## config.mk

```make
export PLATFORM = sky130hd
export DESIGN_NAME = sdhost_glue_regs
export DESIGN_NICKNAME = d
export VERILOG_FILES = /design/src/rtl/sdg_pkg.sv /design/src/rtl/sdg_decode.sv /design/src/rtl/sdg_gregs.sv /design/src/rtl/sdg_irq_merge.sv /design/src/rtl/sdhost_glue_regs.sv
export SDC_FILE = /design/constraint.sdc
export NUM_CORES = 1
export LEC_CHECK = 0
export ABC_AREA = 1
export BUFFER_PORTS_ARGS = -buffer_cell sky130_fd_sc_hd__buf_2
export CORE_ASPECT_RATIO = 0.7
export CORE_MARGIN = 4
export CORE_UTILIZATION = 52
export DETAILED_ROUTE_END_ITERATION = 10
export PLACE_DENSITY = 0.81
export SLEW_MARGIN = 20
export SYNTH_ARGS = -nofsm -noshare
export SYNTH_HDL_FRONTEND = slang
export SYNTH_SLANG_ARGS = --single-unit
```

## constraint.sdc

```tcl
create_clock -name clk -period 1.9 [get_ports clk]
set_input_delay 0.19 -clock clk [delete_from_list [all_inputs] [get_ports clk]]
set_output_delay 0.19 -clock clk [all_outputs]
set_load 0.1 [all_outputs]
```

## src/rtl/sdg_pkg.sv

```systemverilog
package sdg_pkg;
  localparam int DW = 32;
  localparam int AW = 12;

  localparam logic [7:0] OFS_INFO = 8'h00;
  localparam logic [7:0] OFS_DEB  = 8'h04;
  localparam logic [7:0] OFS_BUS  = 8'h08;
  localparam logic [7:0] OFS_CAP0 = 8'h10;
  localparam logic [7:0] OFS_CUR0 = 8'h18;
  localparam logic [7:0] OFS_CAP1 = 8'h20;
  localparam logic [7:0] OFS_CUR1 = 8'h28;
  localparam logic [7:0] OFS_WPOL = 8'hEC;
  localparam logic [7:0] OFS_CDET = 8'hF0;
  localparam logic [7:0] OFS_IST  = 8'hFC;

  localparam logic [DW-1:0] DEB_RESET = 32'h0000_0005;

  typedef enum logic [3:0] {
    K_INFO, K_DEB, K_BUS, K_WPOL, K_CDET, K_IST,
    K_CAP, K_CUR, K_SLOT, K_RSVD, K_BAD
  } kind_e;

  typedef struct packed {
    kind_e kind;
    logic  idx;
  } dec_t;

  // Reset value of the information word for a given slot count.
  function automatic logic [DW-1:0] info_reset(input int nslot);
    logic [DW-1:0] v;
    v = 32'h0001_0000;
    if (nslot > 1) v = v | 32'h0002_0000;
    return v;
  endfunction

  // Classify one bus access: which resource it reaches and for which slot.
  function automatic dec_t classify(input logic [AW-1:0] a, input logic [3:0] be,
                                    input int nslot);
    dec_t d;
    d.kind = K_RSVD;
    d.idx  = 1'b0;
    if (be != 4'hF || a[1:0] != 2'b00) begin
      d.kind = K_BAD;
    end else if (a[11:8] == 4'h0) begin
      case (a[7:0])
        OFS_INFO: d.kind = K_INFO;
        OFS_DEB:  d.kind = K_DEB;
        OFS_BUS:  d.kind = K_BUS;
        OFS_WPOL: d.kind = K_WPOL;
        OFS_CDET: d.kind = K_CDET;
        OFS_IST:  d.kind = K_IST;
        OFS_CAP0: d.kind = K_CAP;
        OFS_CUR0: d.kind = K_CUR;
        OFS_CAP1: if (nslot > 1) begin d.kind = K_CAP; d.idx = 1'b1; end
        OFS_CUR1: if (nslot > 1) begin d.kind = K_CUR; d.idx = 1'b1; end
        default:  d.kind = K_RSVD;
      endcase
    end else if (int'(a[11:8]) <= nslot) begin
      d.kind = K_SLOT;
      d.idx  = a[9];
    end else begin
      d.kind = K_BAD;
    end
    return d;
  endfunction
endpackage

```

## src/rtl/sdg_decode.sv

```systemverilog
module sdg_decode
  import sdg_pkg::*;
#(
  parameter int SLOTS = 2
) (
  input  logic          req_valid,
  input  logic [AW-1:0] req_addr,
  input  logic [3:0]    req_be,
  output dec_t          dec,
  output logic          acc_bad
);
  always_comb begin
    dec     = classify(req_addr, req_be, SLOTS);
    acc_bad = req_valid && (dec.kind == K_BAD);
  end
endmodule

```

## src/rtl/sdg_gregs.sv

```systemverilog
module sdg_gregs
  import sdg_pkg::*;
#(
  parameter int SLOTS = 2
) (
  input  logic          clk,
  input  logic          rst_n,
  input  logic          go_wr,
  input  kind_e         kind,
  input  logic [DW-1:0] wdata,
  output logic [DW-1:0] info_q,
  output logic [DW-1:0] deb_q,
  output logic [DW-1:0] bus_q,
  output logic [DW-1:0] wpol_q,
  output logic [DW-1:0] cdet_q
);
  localparam logic [DW-1:0] INFO_RST = info_reset(SLOTS);

  always_ff @(posedge clk or negedge rst_n) begin
    if (!rst_n) begin
      info_q <= INFO_RST;
      deb_q  <= DEB_RESET;
      bus_q  <= '0;
      wpol_q <= '0;
      cdet_q <= '0;
    end else if (go_wr) begin
      case (kind)
        K_INFO: info_q <= {wdata[DW-1:1], 1'b0};
        K_DEB:  deb_q  <= wdata;
        K_BUS:  bus_q  <= wdata;
        K_WPOL: wpol_q <= wdata;
        K_CDET: cdet_q <= wdata;
        default: ;
      endcase
    end
  end
endmodule

```

## src/rtl/sdg_irq_merge.sv

```systemverilog
module sdg_irq_merge #(
  parameter int SLOTS = 2
) (
  input  logic             clk,
  input  logic             rst_n,
  input  logic [SLOTS-1:0] slot_irq,
  output logic [SLOTS-1:0] irq_stat,
  output logic             irq_out
);
  for (genvar i = 0; i < SLOTS; i++) begin : g_cap
    always_ff @(posedge clk or negedge rst_n) begin
      if (!rst_n) irq_stat[i] <= 1'b0;
      else        irq_stat[i] <= slot_irq[i];
    end
  end

  assign irq_out = |irq_stat;
endmodule

```

## src/rtl/sdhost_glue_regs.sv

```systemverilog
module sdhost_glue_regs
  import sdg_pkg::*;
#(
  parameter int SLOTS = 2
) (
  input  logic                clk,
  input  logic                rst_n,
  input  logic                req_valid,
  input  logic                req_write,
  input  logic [11:0]         req_addr,
  input  logic [3:0]          req_be,
  input  logic [31:0]         req_wdata,
  output logic                rsp_valid,
  output logic [31:0]         rsp_rdata,
  output logic [SLOTS-1:0]    slot_sel,
  output logic                slot_wr,
  output logic [7:0]          slot_addr,
  output logic [31:0]         slot_wdata,
  input  logic [32*SLOTS-1:0] slot_rdata,
  input  logic [SLOTS-1:0]    slot_irq,
  output logic                irq_out,
  output logic [SLOTS-1:0]    cap_wr,
  output logic [SLOTS-1:0]    cur_wr,
  output logic [31:0]         mir_wdata,
  input  logic [32*SLOTS-1:0] cap_rdata,
  input  logic [32*SLOTS-1:0] cur_rdata,
  output logic                err_flag
);
  dec_t          dec;
  logic          acc_bad;
  logic          go_wr;
  logic          go_rd;
  logic [DW-1:0] info_q, deb_q, bus_q, wpol_q, cdet_q;
  logic [SLOTS-1:0] irq_stat;
  logic [DW-1:0] rd_mux;
  logic [DW-1:0] cap_arr [2];
  logic [DW-1:0] cur_arr [2];
  logic [DW-1:0] slt_arr [2];

  sdg_decode #(.SLOTS(SLOTS)) u_dec (
    .req_valid (req_valid),
    .req_addr  (req_addr),
    .req_be    (req_be),
    .dec       (dec),
    .acc_bad   (acc_bad)
  );

  assign go_wr = req_valid && req_write;
  assign go_rd = req_valid && !req_write;

  sdg_gregs #(.SLOTS(SLOTS)) u_regs (
    .clk    (clk),
    .rst_n  (rst_n),
    .go_wr  (go_wr),
    .kind   (dec.kind),
    .wdata  (req_wdata),
    .info_q (info_q),
    .deb_q  (deb_q),
    .bus_q  (bus_q),
    .wpol_q (wpol_q),
    .cdet_q (cdet_q)
  );

  sdg_irq_merge #(.SLOTS(SLOTS)) u_irq (
    .clk      (clk),
    .rst_n    (rst_n),
    .slot_irq (slot_irq),
    .irq_stat (irq_stat),
    .irq_out  (irq_out)
  );

  // Per-slot strobes and gathered read sources.
  for (genvar i = 0; i < 2; i++) begin : g_slot
    if (i < SLOTS) begin : g_on
      assign cap_arr[i]  = cap_rdata[i*32 +: 32];
      assign cur_arr[i]  = cur_rdata[i*32 +: 32];
      assign slt_arr[i]  = slot_rdata[i*32 +: 32];
      assign slot_sel[i] = req_valid && dec.kind == K_SLOT && dec.idx == 1'(i);
      assign cap_wr[i]   = go_wr && dec.kind == K_CAP && dec.idx == 1'(i);
      assign cur_wr[i]   = go_wr && dec.kind == K_CUR && dec.idx == 1'(i);
    end else begin : g_off
      assign cap_arr[i] = '0;
      assign cur_arr[i] = '0;
      assign slt_arr[i] = '0;
    end
  end

  assign slot_wr    = req_write;
  assign slot_addr  = req_addr[7:0];
  assign slot_wdata = req_wdata;
  assign mir_wdata  = req_wdata;

  always_comb begin
    case (dec.kind)
      K_INFO:  rd_mux = info_q;
      K_DEB:   rd_mux = deb_q;
      K_BUS:   rd_mux = bus_q;
      K_WPOL:  rd_mux = wpol_q;
      K_CDET:  rd_mux = cdet_q;
      K_IST:   rd_mux = DW'(irq_stat);
      K_CAP:   rd_mux = cap_arr[dec.idx];
      K_CUR:   rd_mux = cur_arr[dec.idx];
      K_SLOT:  rd_mux = slt_arr[dec.idx];
      default: rd_mux = '0;
    endcase
  end

  always_ff @(posedge clk or negedge rst_n) begin
    if (!rst_n) begin
      rsp_valid <= 1'b0;
      rsp_rdata <= '0;
      err_flag  <= 1'b0;
    end else begin
      rsp_valid <= go_rd;
      rsp_rdata <= go_rd ? rd_mux : '0;
      if (acc_bad) err_flag <= 1'b1;
    end
  end
endmodule

```

==> results.yml, run 1 <==
cells_and_area:
  final_common_cell: "nand2_1"
  drive_gt1_share_pct: 32.5
  design_area_sq_um: 14800
  multiInputGateArea_sq_um: 5450
  diodes: 0
  area_growth_pct: 32.5
  fin_util_pct: 70.8
  final_cell_count_no_fill: 2228
  n_fill_cell: 1691
  layout.nets: 2185
  layout.area.seq_sq_um: 4880
  final_cell_mix: "nand2_1, buf_2, dfrtp_1"
pwr:
  p_total_mw: 9.11
  switchingPower_mw: 2.74
  p_clk_share_pct: 38.8
  p_per_area_nw_per_um2: 613
  p_int_mw: 6.36
  leakage_nw: 8.15
  switching_share_pct: 30.1
  seq_power_share_pct: 45.6
  ir_drop_v: 0.000701
  p_comb_share_pct: 15.6
drt:
  final_antenna_net_count: 0
  avgViaCountPerCell: 5.36
  wl_met3_microns: 4310
  wirelength_microns: 39100
  dr_wl_met2_microns: 18100
  post_drt_wl_per_cell_microns: 17.5
  drc: 0
  drt_pre_antenna_iters: 6
  wl_met1_microns: 15800
  highest_layer: "met4"
  via_count: 11900
  first_iter_violations: 1102
critical_path:
  worstPathArrival_ps: 1720
  end_kind: "output port"
  worstSetupPathType: "in2out"
  cp.required_ps: 1710
  crit_fanout: 6
  startpoint_type: "primary input"
sta:
  finalHoldViolCount: 0
  fin_ws_ps: -14.9
  final_max_slew_viol_count: 0
  setup_viol: 4
  worst_pin_slew_ps: 518
  maxSlewHeadroom_pct: 65.7
  max_freq_mhz: 522
  fin_skew_ps: 11.4
  min_period_ps: 1910
  finalCritPeriodShare_pct: 101
  holdWs_ps: 96.6
  finalSetupTns_ps: -35.7
  rsz0062_at_grt: "yes"
hold_path:
  min_path_type: "in2reg"
yosys:
  ys_ff_latch: 195
  yosys_warnings: 0
  synthTopCellsByArea: "dfrtp_1, nand2_1, buf_4"
  synth_fp_nets: 1843
  ys_seq_area_share_pct: 43.6
  synth_top_area_share_pct: 42.7
  synth_area_leader_cell: "dfrtp_1"
  synthCells: 1597
  ys_async_sr_fraction_pct: 100
  synth-edff-count: 0
  synth.cell_area_sq_um: 11200
  syn_area_per_cell_sq_um: 7.02
  ys_types: 29
  synth_ff_type: "dfrtp_1"
clock_tree:
  htree_levels: 4
  cts_made_buffers: 17
  cts.clk_slew.worst_paths_ps: 70
  cts.sinks: 195
  clk_latency_ps: 440
  cts_tree: "built"
  root_buffer: "clkbuf_16"
  clockBufferDepth: 2
die:
  core-area_sq_um: 21000
  die_w_microns: 183
  row_count: 44
  start_util_pct: 53.4
  ios: 360
  die_y_microns: 131
  die_area_sq_um: 24000
outcome:
  status: "finished with violations"
  violations: "setup timing"
placement:
  portBuffers: 359
  placed_cell_area_sq_um: 13600
  place_congestion: 0.879
  dp_hpwl_microns: 27300
  pre_cts_slack_ps: -370
  dpl.cell_count: 2163
grt:
  grt_use_total_pct: 30.5
  grt_first_pass_wirelength_microns: 57500
  antenna_found_initial: 0
  overflow: 0
  grt_pass1_vias: 11000
  grt_max_degree: 57
run:
  cap_violations: 0
## cell type report
type | count | share of cell area (%)
clock buffers | 22 | 3.26
repair buffers | 485 | 22.4
inverters | 60 | 1.74
flip-flops and latches | 195 | 32.9
well taps | 276 | 2.33
multi-input cells | 1180 | 36.7
clock inverters | 10 | 0.607
## sequential cells by signal, indices dropped and copies added, names as in the netlist
name            count
u_regs.cdet_q      32
u_regs.info_q      31
u_regs.bus_q       32
u_irq.irq_stat      2
rsp_valid           1
u_regs.deb_q       32
u_regs.wpol_q      32
rsp_rdata          32
err_flag            1
## synthesized netlist by cell type (6+ instances only)
library cell  instances
buf_1                 9
inv_1                51
nand3_1              61
clkbuf_1             30
buf_2                34
buf_6                10
o21ai_2              30
o21ai_0              96
nor3_1                8
o21ai_1              36
dfrtp_1             191
inv_2                 7
a21oi_1              32
nand2_2               6
nand4_1              33
nor2_1               85
nand2_1             777
buf_4                79
## worst max-delay path, cell delays in order
cell and delay [ps]:
buf_8 110, nor2_4 180, buf_4 140, nand3_1 100, nand2_2 100, nor2_4 50
nand2_2 60, nand2_2 60, nand2_4 100, nand2_4 70, inv_4 80, nand2_8 70
nor3_4 210, buf_12 200
## power by group through the flow
stage	logic, mW	registers [mW]	clock network (mW)
after floorplan	0.918	4.24	0
after global placement	1.35	4.23	0
after detailed placement	1.35	4.23	0
after CTS	1.39	4.15	3.55
after global routing	1.50	4.15	3.74
final	1.42	4.15	3.54
## routing by layer
layer,up-vias,track usage (%)
li1,5649,-
met1,5561,42.6
met2,656,48.8
met3,81,6.47
met4,0,8.32
met5,-,0
## cells by family after synthesis
logic type / count (synthesis) / synth area share (%)
AND/OR/NAND/NOR: 983 / 35.4
buffers and inverters: 222 / 11.1
AO/OA/AOI/OAI: 197 / 9.89
flip-flops: 195 / 43.6
## repair_timing
action,CTS,global route
endpoints found under the setup margin,6,106
resized for setup,40,53
hold endpoints to repair,43,0
pin swaps,26,28
hold buffers,4,0
buffers inserted,19,9
gates cloned,0,4
## final timing paths
check                                start           endpoint  slack [ps]  cells after the start
min reg2reg                       err_flag           err_flag         480                      1
min                          req_wdata[10]   u_regs.deb_q[10]         100                      3
max reg2reg                u_regs.deb_q[2]       rsp_rdata[2]         970                      4
min in group asynchronous            rst_n  u_regs.wpol_q[17]         260                      2
max in group asynchronous            rst_n  u_regs.cdet_q[31]         940                      3
max                            req_addr[1]          cap_wr[0]         -10                     14
(Power assumes the default switching activity.)
==> inputs of run 2 (changes only) <==
CORE_UTILIZATION = 35   (was 52)
HOLD_SLACK_MARGIN = 0.15   (was unset)
PLACE_DENSITY = unset   (was 0.81)
==> results.yml, run 2 (synthesis gave the netlist of run 1 again) <==
critical_path:
  crit_chain: "buf_8, inv_12, nand2_4, nor3_4, inv_2, nor2_4, nand2_4, buf_6, nor2_4, nand2_4, nor3_4, buf_12"
  worstSetupPathType: "in2out"
  worstPathArrival_ps: 1720
  rrSetupSlack_ps: 840
  cp.buffers_inverters: 5
  startpoint_type: "primary input"
  cpLargestDelayFamily: "simple AND/OR/NAND/NOR gates"
  cp_common_cell: "nand2_4"
  cp.required_ps: 1710
  critPathMaxStageDelay_ps: 230
  crit_fanout: 4
  cpMaxStageDelayCell: "nor3_4"
  end_kind: "output port"
die:
  die_y_microns: 158
  core-area_sq_um: 31400
  ios: 360
  start_util_pct: 35.7
  row_count: 54
  die_area_sq_um: 35000
  die_w_microns: 222
drt:
  drc: 0
  drt_pre_antenna_iters: 5
  final_antenna_net_count: 0
  avgViaCountPerCell: 4.88
  post_drt_wl_per_cell_microns: 17.4
  wirelength_microns: 41500
  first_iter_violations: 987
  via_count: 11700
sta:
  final_max_slew_viol_count: 0
  min_period_ps: 1910
  finalCritPeriodShare_pct: 100
  setup_viol: 1
  holdWs_ps: 214
  max_freq_mhz: 524
  rsz0062_at_grt: "yes"
  finalHoldViolCount: 0
  fin_skew_ps: 9.98
  fin_ws_ps: -7.07
  worst_pin_slew_ps: 529
  maxSlewHeadroom_pct: 64.9
placement:
  place_congestion: 0.884
  portBuffers: 359
  dpl.cell_count: 2295
  dp_hpwl_microns: 29900
hold_path:
  min_path_type: "in2reg"
pwr:
  ir_drop_v: 0.000443
  p_per_area_nw_per_um2: 628
  leakage_nw: 8.26
clock_tree:
  cts_made_buffers: 17
  htree_levels: 4
  cts_tree: "built"
  root_buffer: "clkbuf_16"
  clockBufferDepth: 2
  cts.clk_slew.worst_paths_ps: 80
  cts.sinks: 195
  clk_latency_ps: 440
cells_and_area:
  drive_gt1_share_pct: 31.2
  layout.nets: 2203
  area_growth_pct: 36.5
  final_common_cell: "nand2_1"
  n_fill_cell: 3096
  layout.area.seq_sq_um: 4880
  final_cell_count_no_fill: 2391
  final_cell_mix: "nand2_1, buf_2, dfrtp_1"
  multiInputGateArea_sq_um: 5380
grt:
  groute.layer.met3.usage_pct: 5.04
  overflow: 0
  grt_use_met1_pct: 33.1
  grt_max_degree: 55
  grt_first_pass_wirelength_microns: 63100
  grt_pass1_vias: 10900
  antenna_found_initial: 1
  top_usage_layer: "met2"
  use_met2_pct: 35.4
  grt_use_total_pct: 22.9
outcome:
  violations: "setup timing"
  status: "finished with violations"
run:
  cap_violations: 0
-- run 2: cell count changes in the layout (fill, tap and decap cells not counted), sizes merged --
cell         change
buf             -12
bufinv           +3
clkbuf           -4
clkinv           +2
clkinvlp         -4
diode            +1
dlygate4sd3     +32
inv              +1
-- run 2: final timing paths --
check                                  from           endpoint  cells after the start
setup / recovery               req_addr[11]          cur_wr[1]                     12
hold / removal               slot_rdata[38]       rsp_rdata[6]                      7
min in group asynchronous             rst_n      rsp_rdata[15]                      2
hold reg to reg            u_regs.deb_q[22]   u_regs.deb_q[22]                      2
max in group asynchronous             rst_n  u_regs.cdet_q[21]                      3
setup reg to reg           u_regs.bus_q[17]      rsp_rdata[17]                      4
-- run 2: area by class of cell --
type | instances | area share (%)
multi-input cells | 1180 | 35.2
clock buffers | 20 | 2.99
inverters | 60 | 1.67
diodes | 1 | 0.0164
clock inverters | 12 | 1.24
well taps | 420 | 3.44
flip-flops and latches | 195 | 31.9
repair buffers | 503 | 23.5
-- run 2: per-stage QoR --
stage | instance area (sq um) | setup WS, ps | total power [mW] | setup TNS [ps] | util (%)
final | 15300 | -7.07 | 9.61 | -7.07 | 48.8
after global routing | 15300 | -103 | 9.93 | -348 | 48.8
after CTS | 15000 | -17.6 | 9.65 | -18.7 | 47.9
after detailed placement | 13800 | -345 | 5.62 | -44850 | 44.0
after global placement | 13800 | -329 | 5.61 | -39830 | 44.0
after floorplan | 11400 | -358 | 5.16 | -1850 | -
-- run 2: worst min-delay path, cell delays in order --
cell,delay (ps)
buf_2,80
nand2_1,40
nand2_1,50
nand2_1,50
nand2_1,60
nor2_1,40
a21oi_1,110
-- run 2: report_power, final --
part	leakage, nW	internal, mW	switching (mW)
sequential	2.70	4.15	0.00205
clock	0.315	2.20	1.78
combinational	5.25	0.399	1.08
-- run 2: repair_timing --
action | in CTS | in global routing
endpoints found under the setup margin | 6 | 43
gates cloned | 0 | 1
hold buffers | 36 | 0
setup buffers | 12 | 15
resized for setup | 38 | 34
hold endpoints to repair | 219 | 0
pin swaps | 28 | 25
-- run 2: metal layers --
| metal | vias to the layer above | wire length [microns] |
|---|---|---|
| met1 | 5481 | 19400 |
| li1 | 5694 | - |
| met3 | 37 | 3170 |
| met5 | - | 0 |
| met2 | 457 | 18300 |
| met4 | 0 | 682 |
